<file path="config.mk">
export PLATFORM = sky130hd
export DESIGN_NAME = rsc_residual_counter
export DESIGN_NICKNAME = d
export VERILOG_FILES = /design/src/rtl/rsc_pkg.sv /design/src/rtl/rsc_gate_sel.sv /design/src/rtl/rsc_gate_latch.sv /design/src/rtl/rsc_count.sv /design/src/rtl/rsc_residual_counter.sv
export SDC_FILE = /design/constraint.sdc
export NUM_CORES = 1
export LEC_CHECK = 0
export BUFFER_PORTS_ARGS = -buffer_cell sky130_fd_sc_hd__buf_2
export CORE_UTILIZATION = 45
export CTS_CLUSTER_DIAMETER = 40
export DETAILED_ROUTE_END_ITERATION = 12
export PLACE_DENSITY = 0.73
export SLEW_MARGIN = 20
export SYNTH_ARGS = -nofsm -noshare
export SYNTH_HDL_FRONTEND = slang
export SYNTH_SLANG_ARGS = --single-unit
</file>
<file path="constraint.sdc">
create_clock -name clk -period 2.03 [get_ports clk]
set_input_delay 0 -clock clk [delete_from_list [all_inputs] [get_ports clk]]
set_output_delay 0 -clock clk [all_outputs]
set_load 0.02 [all_outputs]
</file>
<file path="src/rtl/rsc_pkg.sv">
package rsc_pkg;
  typedef enum logic [1:0] {
    SRC_HALF  = 2'd0,
    SRC_CONV  = 2'd1,
    SRC_TRIG  = 2'd2
  } gate_src_e;

  function automatic gate_src_e pick_src(input logic postmode, input logic pretrig);
    if (!postmode)    return SRC_HALF;
    else if (pretrig) return SRC_TRIG;
    else              return SRC_CONV;
  endfunction
endpackage

</file>
<file path="src/rtl/rsc_gate_sel.sv">
module rsc_gate_sel
  import rsc_pkg::*;
(
  input  logic postmode_i,
  input  logic pretrig_i,
  input  logic conv_i,
  input  logic half_i,
  input  logic trig_i,
  output logic open_stb_o
);
  gate_src_e src;

  always_comb begin
    src = pick_src(postmode_i, pretrig_i);
    unique case (src)
      SRC_HALF: open_stb_o = half_i;
      SRC_CONV: open_stb_o = conv_i;
      SRC_TRIG: open_stb_o = trig_i;
      default:  open_stb_o = 1'b0;
    endcase
  end

  // only the selected strobe may request the gate
  always_comb begin
    if (open_stb_o) begin
      a_r5_selected_only: assert ((postmode_i && pretrig_i && trig_i) ||
                                  (postmode_i && !pretrig_i && conv_i) ||
                                  (!postmode_i && half_i));
    end
  end
endmodule

</file>
<file path="src/rtl/rsc_gate_latch.sv">
module rsc_gate_latch (
  input  logic clk,
  input  logic rst,
  input  logic load_i,
  input  logic armed_i,
  input  logic open_stb_i,
  output logic gate_o
);
  always_ff @(posedge clk) begin
    if (rst)                              gate_o <= 1'b0;
    else if (load_i)                      gate_o <= 1'b0;
    else if (armed_i && open_stb_i)       gate_o <= 1'b1;
  end

  a_r10_gate_holds: assert property (@(posedge clk) disable iff (rst)
    gate_o && !load_i |=> gate_o);
  a_r1_load_closes: assert property (@(posedge clk) disable iff (rst)
    load_i |=> !gate_o);
  a_r6_no_latch_unarmed: assert property (@(posedge clk) disable iff (rst)
    !gate_o && !armed_i |=> !gate_o);
endmodule

</file>
<file path="src/rtl/rsc_count.sv">
module rsc_count #(
  parameter int CNT_W = 16
) (
  input  logic             clk,
  input  logic             rst,
  input  logic             load_i,
  input  logic [CNT_W-1:0] load_val_i,
  input  logic             armed_i,
  input  logic             gate_i,
  input  logic             conv_i,
  output logic [CNT_W-1:0] count_o,
  output logic             stop_o
);
  localparam logic [CNT_W-1:0] ONE = CNT_W'(1);

  logic counted;
  logic at_term;

  assign counted = gate_i && armed_i && conv_i && !stop_o;
  assign at_term = (count_o <= ONE);

  always_ff @(posedge clk) begin
    if (rst) begin
      count_o <= '0;
      stop_o  <= 1'b0;
    end else if (load_i) begin
      count_o <= load_val_i;
      stop_o  <= 1'b0;
    end else if (counted) begin
      if (at_term) begin
        count_o <= '0;
        stop_o  <= 1'b1;
      end else begin
        count_o <= count_o - ONE;
      end
    end
  end

  a_r9_stop_sticky: assert property (@(posedge clk) disable iff (rst)
    stop_o && !load_i |=> stop_o && count_o == '0);
  a_r7_no_increase: assert property (@(posedge clk) disable iff (rst)
    !load_i |=> count_o <= $past(count_o));
  a_r6_hold_unarmed: assert property (@(posedge clk) disable iff (rst)
    !armed_i && !load_i |=> $stable(count_o) && $stable(stop_o));
  a_r1_load_value: assert property (@(posedge clk) disable iff (rst)
    load_i |=> count_o == $past(load_val_i) && !stop_o);
  a_r8_stop_zero: assert property (@(posedge clk) disable iff (rst)
    $rose(stop_o) |-> count_o == '0);
endmodule

</file>
<file path="src/rtl/rsc_residual_counter.sv">
module rsc_residual_counter #(
  parameter int CNT_W = 16
) (
  input  logic             clk,
  input  logic             rst,
  input  logic             load_i,
  input  logic [CNT_W-1:0] load_val_i,
  input  logic             armed_i,
  input  logic             postmode_i,
  input  logic             pretrig_i,
  input  logic             conv_i,
  input  logic             half_i,
  input  logic             trig_i,
  output logic             gate_o,
  output logic             stop_o,
  output logic [CNT_W-1:0] count_o
);
  logic open_stb;

  rsc_gate_sel u_sel (
    .postmode_i (postmode_i),
    .pretrig_i  (pretrig_i),
    .conv_i     (conv_i),
    .half_i     (half_i),
    .trig_i     (trig_i),
    .open_stb_o (open_stb)
  );

  rsc_gate_latch u_gate (
    .clk        (clk),
    .rst        (rst),
    .load_i     (load_i),
    .armed_i    (armed_i),
    .open_stb_i (open_stb),
    .gate_o     (gate_o)
  );

  rsc_count #(.CNT_W(CNT_W)) u_cnt (
    .clk        (clk),
    .rst        (rst),
    .load_i     (load_i),
    .load_val_i (load_val_i),
    .armed_i    (armed_i),
    .gate_i     (gate_o),
    .conv_i     (conv_i),
    .count_o    (count_o),
    .stop_o     (stop_o)
  );

  // the conversion that opens the gate is not counted
  a_r3_open_not_counted: assert property (@(posedge clk) disable iff (rst)
    !gate_o && !load_i |=> $stable(count_o));
endmodule

</file>
# Word level (Yosys, flattened, before mapping)
# Index checks and enable logic that the tools add are counted.
# W data, S select, Z words.
[op_classes]
mux = 6
order_cmp = 1
n_eq_ne = 2
addsub = 1
reduce_logical = 9
[op_table]
columns = ["operator", "n"]
rows = [
  ["$mux W16", 3],
  ["$le A16 B1 Y1 const B", 1],
  ["$sub A16 B1 Y16 const B", 1],
  ["$logic_and A1 B1 Y1", 4],
  ["$mux W2", 2],
  ["$pmux W1 S3", 1],
  ["$eq A2 B1 Y1 const B", 1],
  ["$eq A2 B2 Y1 const B", 1],
  ["$logic_not A2 Y1", 1],
  ["$reduce_and A2 Y1", 1],
  ["$reduce_bool A2 Y1", 1],
  ["$reduce_or A2 Y1", 1],
  ["$logic_not A1 Y1", 1],
]
[totals]
out_inout_bits = 18
register_bits = 18

# Logic depth before layout (Yosys ltp)
[depth]
word_depth = 5
mapped_depth = 7

# Cells and area by module
# A second synthesis with hierarchy kept.
[unflattened]
cells_unflattened = 126
area_unflattened_um2 = 1062.3
[modules_own_cells]
columns = ["module", "area_each_um2", "n_inst", "cells_per_inst", "seq_area_each_um2"]
rows = [
  ["rsc_count", 1004.7, 1, 120, 340.3],
  ["rsc_gate_latch", 38.8, 1, 3, 20.0],
  ["rsc_gate_sel", 18.8, 1, 3, 0.0],
]

# Least setup slack after synthesis
# No wires, ideal clock.
[synth_path]
path_kind = "register to register"
from = "register u_cnt.count_o[0]"
to = "register u_cnt.count_o[4]"
arrival_ns = 1.823
n_path_buf = 0
t_required_ns = 1.939
synth_period_minus_slack_ns = 1.914
slack_ns = 0.116
path_stages_with_launch = 8
path_cell_list = "dfxtp_1 -> inv_1 -> ha_1 -> nor2_1 -> nor4_1 -> nor3b_1 -> or4_1 -> a311oi_1"
[synth_between]
elab_chain_cells = 4
elab_cells_between_ends = 5
cone_classes = "add/sub: 1; order compare: 1; mux: 3"
[synth_lines]
columns = ["element", "line", "text"]
rows = [
  ["start, declared", "rsc_count.sv:11", "output logic [CNT_W-1:0] count_o,"],
  ["start signal, assigned", "rsc_count.sv:27", "count_o <= load_val_i;"],
  ["start signal, assigned", "rsc_count.sv:34", "count_o <= count_o - ONE;"],
  ["$sub A16 B1 Y16 or $le A16 B1 Y1 (tied branches)", "rsc_count.sv:34, rsc_count.sv:20", ""],
  ["$mux W16 *", "rsc_count.sv:30", "if (at_term) begin"],
  ["$mux W16 *", "rsc_count.sv:29", "end else if (counted) begin"],
  ["$mux W16 *", "rsc_count.sv:26", "end else if (load_i) begin"],
]
# Every way passes the cells marked *; elsewhere a longest branch is shown, timed or not. The select of a mux whose other input is x is not followed.
# A chain may end at the register's enable or synchronous reset.

# Final worst setup path
# Ends and elaborated chain as after synthesis.

==> out/results.ini <==
[logic_synthesis]
synth-edff-count = 0
yosysSeqAreaShare_pct = 31.1
ys_seq_elements = 18
synth-async-reset-ratio_pct = 0
post_synth_mux_area_share_pct = 0.864
synth_adder_area_share_pct = 2.16
synth.cell_area_mm2 = 0.00116
post_synth_and_or_nand_nor_area_fraction_pct = 35.4
synth_compound_area_share_pct = 22.7
post_synthesis_share_of_cell_area_spent_on_xor_and_xnor_gates_pct = 1.51
synth_nets = 175
synth.yosys.warnings = 0
netlist-cell-type-count = 47
synth_area_per_cell_um2 = 7.83
yosys_most_used_dff = sky130_fd_sc_hd__dfxtp_1
combinational_family_with_the_most_area_after_synthesis = simple AND/OR/NAND/NOR gates
post_synth_inst_count = 148

[grt]
grt_first_pass_wirelength_mm = 5.49
overflow = 0
grt_antenna_before_repair = 0
grt_usage_pct = 26.9
first_global_vias = 1253
grt_start_max_net_pins = 28

[worst_hold_path]
whs_endpoint = u_cnt.count_o[13]$_SDFFE_PP0P_
holdCritPathClass = primary input to flip-flop
hold_path.startpoint = load_val_i[13]
hold_depth = 3

[drt]
drc = 0
drt.antenna.violating_nets = 0
detail_route.vias_per_cell = 5.76
route.vias.total = 1376
initialDrtViolationCount = 48
wl_per_cell_um = 14.5
postRouteWirelength_mm = 3.47
firstDrtPassIters = 4

[critical_path]
critical_path_startpoint_category = flip-flop
critical_path_required_ns = 2.25
worst-r2r-setup-slack_ns = 0.10
setup.worst_path.end_class = flip-flop
critical_path.reg2reg.endpoint = u_cnt.count_o[4]$_SDFFE_PP0P_
critical_path.max_fanout = 6
critical_path_arrival_ns = 2.15
crit_type = flip-flop to flip-flop
worst_r2r_startpoint = u_cnt.count_o[0]$_SDFFE_PP0P_
reg2reg_depth = 7

[power_and_ir_drop]
vdd.ir_drop.worst_mv = 0.544
p_int_uw = 610
clk_pwr_share_pct = 25.3
switchingPower_uw = 300
power.leakage_nw = 0.688
power_uw = 910
p_seq_share_pct = 44.9
switching_share_pct = 33.0
comb_power_share_pct = 29.8
power_density_mw_per_mm2 = 564

[floorplanning]
design.die.area_mm2 = 0.00278
core_area_mm2 = 0.00245
floorplan.die.height_um = 52.7
start_util_pct = 47.2
rows = 18
pin_count = 43
chipWidth_um = 52.7

[placement]
detailedPlacementHpwl_mm = 2.39
detailed_place.area_mm2 = 0.00142
gp_congestion = 0.905
placement.io_buffers = 42

[final_layout]
multiInputGateArea_um2 = 748
fin_util_pct = 65.7
post-route-cell-area_mm2 = 0.00161
antenna_cells_inserted = 0
finalNetCount = 237
layout_commonest_cell = sky130_fd_sc_hd__buf_2
most-common-layout-cells = sky130_fd_sc_hd__buf_2 (42), sky130_fd_sc_hd__nand2_1 (26), sky130_fd_sc_hd__dfxtp_1 (16)
drive_gt1_share_pct = 32.5
final-seq-area_um2 = 363
layout.filler_cells = 227
synthToLayoutAreaGrowth_pct = 39.2

[timing]
setup_repair_after_global_routing_missed_its_margin = true
clock.fmax_mhz = 519
slew-limit-headroom_pct = 68.9
period_needed_ns = 1.93
layout_worst_path_cycle_share_pct = 94.9
final_hold_viol_count = 0
finClkSkew_ns = 0.00500
max_slew.worst_pin.slew_ns = 0.467
final-max-slew-violation-count = 0
final-setup-viol-count = 0
fin_hold_ws_ns = 0.000671
finalSetupTns_ns = 0

[clock_tree]
worstSkewPairLatency_ns = 0.30
cts_max_level = 1
numCtsBuffers = 3
cts.sink_count = 18
cts_root_buf = sky130_fd_sc_hd__clkbuf_4
cts_max_path_buffers = 2
clkTransAtPathRegs_ns = 0.11
tritoncts = yes

[run]
max_cap_viols = 0

[status]
status = completed

## flip-flops by register name, summed over array words and instances (netlist names)
| name | count |
|---|---|
| u_cnt.count_o | 16 |
| u_cnt.stop_o | 1 |
| u_gate.gate_o | 1 |
## worst max-delay path: stages, from the launching register on
cell and delay, ns:
sky130_fd_sc_hd__dfxtp_2 0.39, sky130_fd_sc_hd__inv_1 0.07, sky130_fd_sc_hd__ha_1 0.21, sky130_fd_sc_hd__nor2_1 0.18, sky130_fd_sc_hd__nor4_1 0.08, sky130_fd_sc_hd__nor3b_2 0.20, sky130_fd_sc_hd__or4_1 0.50, sky130_fd_sc_hd__a311oi_2 0.21
## cells in the mapped netlist, types with 2 or more instances
cell,instances,area share (%)
sky130_fd_sc_hd__nand2_1,26,8.4
sky130_fd_sc_hd__dfxtp_1,18,31
sky130_fd_sc_hd__a21oi_1,15,6.5
sky130_fd_sc_hd__nor2_1,12,3.9
sky130_fd_sc_hd__inv_1,8,2.6
sky130_fd_sc_hd__a221oi_1,6,4.5
sky130_fd_sc_hd__nor2b_1,4,2.2
sky130_fd_sc_hd__nor3_1,4,1.7
sky130_fd_sc_hd__o221ai_1,4,3.0
sky130_fd_sc_hd__or3_1,4,2.2
sky130_fd_sc_hd__nand3_1,3,1.3
sky130_fd_sc_hd__buf_6,2,1.9
sky130_fd_sc_hd__clkbuf_1,2,0.65
sky130_fd_sc_hd__ha_1,2,2.2
sky130_fd_sc_hd__nand3b_1,2,1.3
sky130_fd_sc_hd__nor4_1,2,1.1
sky130_fd_sc_hd__o22ai_1,2,1.1
sky130_fd_sc_hd__or4_1,2,1.3
sky130_fd_sc_hd__xor2_1,2,1.5
## worst max path at each step
stage,startpoint,slack [ns],to,depth (start not counted)
final,u_cnt.count_o[0]$_SDFFE_PP0P_,0.10,u_cnt.count_o[4]$_SDFFE_PP0P_,7
after global routing,u_cnt.count_o[2]$_SDFFE_PP0P_,-0.001,u_cnt.count_o[3]$_SDFFE_PP0P_,5
after CTS,u_cnt.count_o[0]$_SDFFE_PP0P_,0.03,u_cnt.count_o[4]$_SDFFE_PP0P_,7
after detailed placement,u_cnt.count_o[0]$_SDFFE_PP0P_,0.05,u_cnt.count_o[4]$_SDFFE_PP0P_,7
after global placement,u_cnt.count_o[7]$_SDFFE_PP0P_,0.17,u_cnt.count_o[3]$_SDFFE_PP0P_,5
after floorplan,u_cnt.count_o[0]$_SDFFE_PP0P_,0.12,u_cnt.count_o[4]$_SDFFE_PP0P_,7
## repair_timing
action,in CTS,in global routing
endpoints found under the hold margin,12,0
gates resized for setup,0,6
hold buffers,12,0
buffers inserted,0,1
endpoints found under the setup margin,0,7
## power groups by stage
stage | combinational (mW) | sequential, mW | clock (mW)
after detailed placement | 0.238 | 0.413 | 0
after CTS | 0.258 | 0.405 | 0.229
after floorplan | 0.124 | 0.437 | 0
after global routing | 0.297 | 0.413 | 0.250
after global placement | 0.232 | 0.412 | 0
final | 0.271 | 0.409 | 0.231
## stage by stage
stage | instances | worst slack [ns]
2_1_floorplan | 148 | 0.116
3_3_place_gp | 222 | 0.169
3_5_place_dp | 222 | 0.0456
4_1_cts | 238 | 0.0274
5_1_grt | 239 | -0.000977
6_report | 239 | 0.104
## layout make-up
type,instances,area share (%)
Multi-Input combinational cell,116,46.4
Timing Repair Buffer,63,24.7
Clock buffer,4,2.25
Inverter,8,1.86
Tap cell,30,2.33
Sequential cell,18,22.5
## routing by layer
layer / share of wire (%) / global-route usage, % / up-vias
met1: 43 / 34.4 / 639
met4: 1.8 / 12.3 / 0
met2: 49 / 44.1 / 58
met3: 6.2 / 3.77 / 10
met5: 0 / 0 / -
li1: - / - / 669
## cell families after synthesis
group	after synthesis
AOI/OAI and AO/OA	38
xor gates and xnor gates	2
adders and majority gates	2
buffers and inverters	14
DFF	18
muxes	1
and+or+nand+nor	73
Note: power is estimated with default switching activity, not from simulation.
